--- config.mk ---
export PLATFORM = sky130hd
export DESIGN_NAME = boot_nop_gate
export DESIGN_NICKNAME = d
export VERILOG_FILES = /design/src/rtl/boot_nop_pkg.sv /design/src/rtl/bng_addr_cmp.sv /design/src/rtl/bng_confirm.sv /design/src/rtl/bng_flag.sv /design/src/rtl/boot_nop_gate.sv
export SDC_FILE = /design/constraint.sdc
export NUM_CORES = 1
export LEC_CHECK = 0
export ABC_AREA = 1
export BUFFER_PORTS_ARGS = -buffer_cell sky130_fd_sc_hd__buf_2
export CAP_MARGIN = 20
export CORE_AREA = 2 2 39 41
export CTS_BUF_LIST = sky130_fd_sc_hd__clkbuf_4 sky130_fd_sc_hd__clkbuf_8
export DETAILED_ROUTE_END_ITERATION = 8
export DIE_AREA = 0 0 41 43
export GPL_TIMING_DRIVEN = 0
export PLACE_DENSITY_LB_ADDON = 0.12
export SLEW_MARGIN = 20
export SYNTH_ARGS = -nofsm -noshare
export SYNTH_HDL_FRONTEND = slang
export SYNTH_SLANG_ARGS = --single-unit
--- constraint.sdc ---
create_clock -name clk -period 1.4 [get_ports clk]
set_input_delay 0.28 -clock clk [delete_from_list [all_inputs] [get_ports clk]]
set_output_delay 0.28 -clock clk [all_outputs]
set_load 0.01 [all_outputs]
--- src/rtl/boot_nop_pkg.sv ---
package boot_nop_pkg;
   typedef enum logic {
      PH_FORCE   = 1'b0,
      PH_HANDOFF = 1'b1
   } boot_phase_e;

   localparam int unsigned DEF_ADDR_W  = 16;
   localparam int unsigned DEF_CMP_W   = 4;
   localparam int unsigned DEF_DATA_W  = 8;
   localparam int unsigned DEF_CONFIRM = 2;
endpackage

--- src/rtl/bng_addr_cmp.sv ---
module bng_addr_cmp #(
   parameter int unsigned CMP_W = 4
) (
   input  logic [CMP_W-1:0] addr_hi,
   input  logic [CMP_W-1:0] region,
   input  logic             valid,
   output logic             hit
);
   logic [CMP_W-1:0] bit_eq;

   for (genvar i = 0; i < CMP_W; i++) begin : g_bit
      assign bit_eq[i] = ~(addr_hi[i] ^ region[i]);
   end

   // gate: compare counts only while the bus is declared stable
   assign hit = valid & (&bit_eq);
endmodule

--- src/rtl/bng_confirm.sv ---
module bng_confirm #(
   parameter int unsigned CONFIRM = 2
) (
   input  logic clk,
   input  logic rst,
   input  logic hit,
   output logic confirmed
);
   localparam int unsigned HIST_W = CONFIRM - 1;

   logic [HIST_W-1:0] hist;

   always_ff @(posedge clk) begin
      if (rst) hist[0] <= 1'b0;
      else     hist[0] <= hit;
   end

   for (genvar i = 1; i < HIST_W; i++) begin : g_stage
      always_ff @(posedge clk) begin
         if (rst) hist[i] <= 1'b0;
         else     hist[i] <= hist[i-1];
      end
   end

   // current sample plus CONFIRM-1 registered samples must all agree
   assign confirmed = hit & (&hist);
endmodule

--- src/rtl/bng_flag.sv ---
module bng_flag
   import boot_nop_pkg::*;
(
   input  logic        clk,
   input  logic        rst,
   input  logic        set,
   output boot_phase_e phase
);
   always_ff @(posedge clk) begin
      if (rst)      phase <= PH_FORCE;
      else if (set) phase <= PH_HANDOFF;
   end
endmodule

--- src/rtl/boot_nop_gate.sv ---
module boot_nop_gate
   import boot_nop_pkg::*;
#(
   parameter int unsigned     ADDR_W   = DEF_ADDR_W,
   parameter int unsigned     CMP_W    = DEF_CMP_W,
   parameter int unsigned     DATA_W   = DEF_DATA_W,
   parameter int unsigned     CONFIRM  = DEF_CONFIRM,
   parameter logic [DATA_W-1:0] NOP_BYTE = '0
) (
   input  logic              clk,
   input  logic              rst,
   input  logic [ADDR_W-1:0] addr,
   input  logic              addr_valid,
   input  logic [CMP_W-1:0]  cfg_region,
   output logic [DATA_W-1:0] force_data,
   output logic              force_en,
   output logic              xcvr_en
);
   localparam int unsigned LOW_W = ADDR_W - CMP_W;

   if (CMP_W < 1 || CMP_W > ADDR_W) begin : g_bad_cmp
      $error("boot_nop_gate: CMP_W must be 1..ADDR_W");
   end
   if (CONFIRM < 2) begin : g_bad_confirm
      $error("boot_nop_gate: CONFIRM must be at least 2");
   end
   if (DATA_W < 1) begin : g_bad_data
      $error("boot_nop_gate: DATA_W must be positive");
   end

   if (LOW_W > 0) begin : g_low
      logic unused_low_bits;
      assign unused_low_bits = ^addr[LOW_W-1:0];
   end

   logic        hit;
   logic        confirmed;
   boot_phase_e phase;

   bng_addr_cmp #(.CMP_W(CMP_W)) u_cmp (
      .addr_hi (addr[ADDR_W-1 -: CMP_W]),
      .region  (cfg_region),
      .valid   (addr_valid),
      .hit     (hit)
   );

   bng_confirm #(.CONFIRM(CONFIRM)) u_confirm (
      .clk       (clk),
      .rst       (rst),
      .hit       (hit),
      .confirmed (confirmed)
   );

   bng_flag u_flag (
      .clk   (clk),
      .rst   (rst),
      .set   (confirmed),
      .phase (phase)
   );

   assign xcvr_en    = (phase == PH_HANDOFF);
   assign force_en   = (phase == PH_FORCE);
   assign force_data = force_en ? NOP_BYTE : '0;
endmodule

# Word-level counts from Yosys, hierarchy flattened
# Cells that the tools add are included.
# classes
reduce_logical,1
bitwise,11
# ops
cell,count
$not A1 Y1,5
$reduce_and A4 Y1,1
$xor A1 B1 Y1,4
$and A1 B1 Y1,2
# totals
inputBits,23
reg_bits,2
out_inout_bits,10

# Logic depth before layout (Yosys ltp)
# logic_depth
ltp_word,5
ltp_mapped,6
ltp_nobuf,6

# Hierarchy
# Synthesis repeated with hierarchy kept, for this count alone.
# hier_totals
hier_cells,38
area_unflattened_um2,219.0
# modules_own_cells
mod,area_each_um2,n_inst,cells_each
bng_addr_cmp,86.3,1,20
boot_nop_gate,67.6,1,10
bng_confirm,37.5,1,5
bng_flag,27.5,1,3

# Worst setup path before layout
# No wires, ideal clock.
# synth_path
path_kind,reg2out
from,reg u_flag.phase
to,out force_en
path_slack_ns,0.663
t_required_ns,1.120
path_buffers,0
t_arrival_ns,0.457
path_stages_with_launch,2
path_cell_list,dfxtp_1 -> inv_1
# synth_between
elab_chain_cells,1
# synth_lines
item,line,text
"start, declared",bng_flag.sv:7,output boot_phase_e phase
"start signal, assigned",bng_flag.sv:10,if (rst) phase <= PH_FORCE;
"start signal, assigned",bng_flag.sv:11,else if (set) phase <= PH_HANDOFF;
$not A1 Y1,boot_nop_gate.sv:62,assign force_en = (phase == PH_FORCE);
"end, declared",boot_nop_gate.sv:16,"output logic force_en,"
# Every way passes these cells.

# Worst setup path in the final report
# Same ends and word-level chain as after synthesis.

==> results.md <==
- Async set or reset register ratio after synthesis: 0%
- WHS: 0.305 ns
- Leakage: 0.237 nW
- Clock Latency Late Sink: 0.22 ns
- Leading cell types by count after synthesis: nand2_1, buf_4, inv_1
- Ports: 33
- WL/cell: 5.43 µm
- Min-Delay Path Class: input pin to flip-flop
- FF+latch count, synth: 2
- Pin count of the biggest net entering global routing: 4
- Core area: between 1000 and 1500 µm²
- Via count: 232
- Max cap viols: 0
- Deepest clock path buffer count: 2
- Dominant cells by area after synthesis: buf_4, nand2_1, dfxtp_1, inv_1, nor2_1
- Cell Rows: 14
- H-tree depth: 1
- Fin crit period: 1.00 ns
- Top-count cell post-synth: nand2_1
- Cts bufs inserted: 3
- Worst-path fanout max: 3
- Crit-path cells: inv_1, buf_2
- Fin. Hold Viols: 0
- Area of the die: around 1800 µm²
- Final Setup Violations: 0
- Hold-fix buffers at CTS: 0
- RSZ-0062 raised after global routing: false
- Distinct cells, synth: 9
- Cell count after synthesis: 38
- Final net count: 85
- Yosys top cell by area: buf_4
- Slowest cell on crit path: dfxtp_1
- Drt drc: 0
- DRT iter0 DRCs: 0
- Total power: 0.249 mW
- Synth top area share: 28.2%
- Yosys warnings: 0
- Die span in x: ~41 µm
- Number of flops mapped to enable cells by yosys: 0
- Worst setup EP type: output port
- Resize count post-CTS: 0
- Top FF cell, synth: dfxtp_1
- Startpoint types: flip-flop
- Vias/cell: 3.05
- Final WS setup: 0.399 ns
- Share of layout cells above drive strength 1: around two fifths
- Crit path largest cell delay: 0.33 ns
- Synth Cell Area: 213 µm²
- GRT Total Usage: 6.20%
- Place WS: 0.550 ns
- Period Utilization, post-route: 71.5%
- Final Skew: ~0.00054 ns
- Worst EP arrival: around 0.7 ns
- Chip Height: roughly 43 µm
- Power per cell area: approximately 730 nW/µm²
- Synthesized area per cell: between 5 and 6 µm²
- Final core occ: 24.7%
- HPWL after DPL: 354 µm
- Clk Tree Root Cell: clkbuf_4
- Sequential area share after synthesis: 18.8%
- Initial antenna violation count: 0
- Critical path class: flip-flop to output port
- Starting Density: 15.4%
- Clock slew at reported path FFs: about 0.030 ns
- Critical path required time: 1.12 ns
- Synth-to-Final Area Change: 60.6%
- Number of slew-limit violations in the final report: 0
- First-pass GRT wire length: 662 µm
- Antenna diode count: 0
- Final Wtd Congestion: around 0.63
- Outcome: completed
- Max VDD drop: between 0.1 and 0.15 mV
- Total iterations of the first detailed-routing run: 1
- Post-CTS Setup Bufs: 0
- CTS tree: built
- Total global routing overflow: 0
- Number of antenna-violating nets in the routed design: 0
- Port Buffer Count: 12
- Sink Count: 2
- Fmax: roughly 1000 MHz
- WL final: ~410 µm
- Final TNS setup: 0 ns
- Vias in the first global route: 196
[path summary, 6_finish.rpt]
| check | startpoint | to | slack, ns | depth (start not counted) |
|---|---|---|---|---|
| max | u_flag.phase$_SDFFE_PP0P_ | force_en | 0.40 | 2 |
| min | rst | u_flag.phase$_SDFFE_PP0P_ | 0.31 | 4 |
| min reg2reg | u_flag.phase$_SDFFE_PP0P_ | u_flag.phase$_SDFFE_PP0P_ | 0.46 | 2 |
| max reg2reg | u_confirm.hist$_SDFF_PP0_ | u_flag.phase$_SDFFE_PP0P_ | 0.87 | 2 |
[cell usage in the layout, fill, tap and decap left out, drive strengths merged]
master  instances
dfxtp           2
nand2          12
nand4           1
buf            20
nor2            5
conb            8
inv             8
and3            1
clkbuf          3
[critical path: cells and delay by family (launching register included)]
family / cells / cell delay [ns]
buffers and inverters: 2 / 0.17
flip-flops: 1 / 0.33
[registers in the layout (all words and copies together), names as in the netlist]
register and flops:
u_confirm.hist 1, u_flag.phase 1
[final cells by class]
| type | count | area [µm²] |
|---|---|---|
| buffer | 8 | 60.1 |
| clock buffer | 3 | 22.5 |
| fill | 171 | 1040 |
| inverter | 8 | 30.0 |
| multi-input combinational | 27 | 109 |
| sequential | 2 | 40.0 |
| tap | 16 | 20.0 |
| timing repair buffer | 12 | 60.1 |
[report_power, final]
part           leakage [nW]  switching (mW)  total, mW  internal (mW)
Combinational         0.207          0.0292     0.0612         0.0320
Sequential           0.0161        0.000210     0.0583         0.0581
Clock                0.0138          0.0350      0.130         0.0948
[per-stage QoR]
step	std cells	cell area (µm²)
after global placement	73	319
after floorplan	45	239
after detailed placement	73	319
after global routing	76	342
after CTS	76	342
final	76	342
[routing by layer]
metal	GRT usage, %	share of wire, %
met4	10.0	5.1
met3	1.57	9.4
met5	0	0
met2	7.81	48
met1	6.03	37
[cell families after synthesis]
kind of cell | share of synthesized area, %
and+or+nand+nor | 37.1
DFF | 18.8
other | 1.76
buffers and inverters | 42.4
No activity file was read; power rests on OpenSTA's default activity.
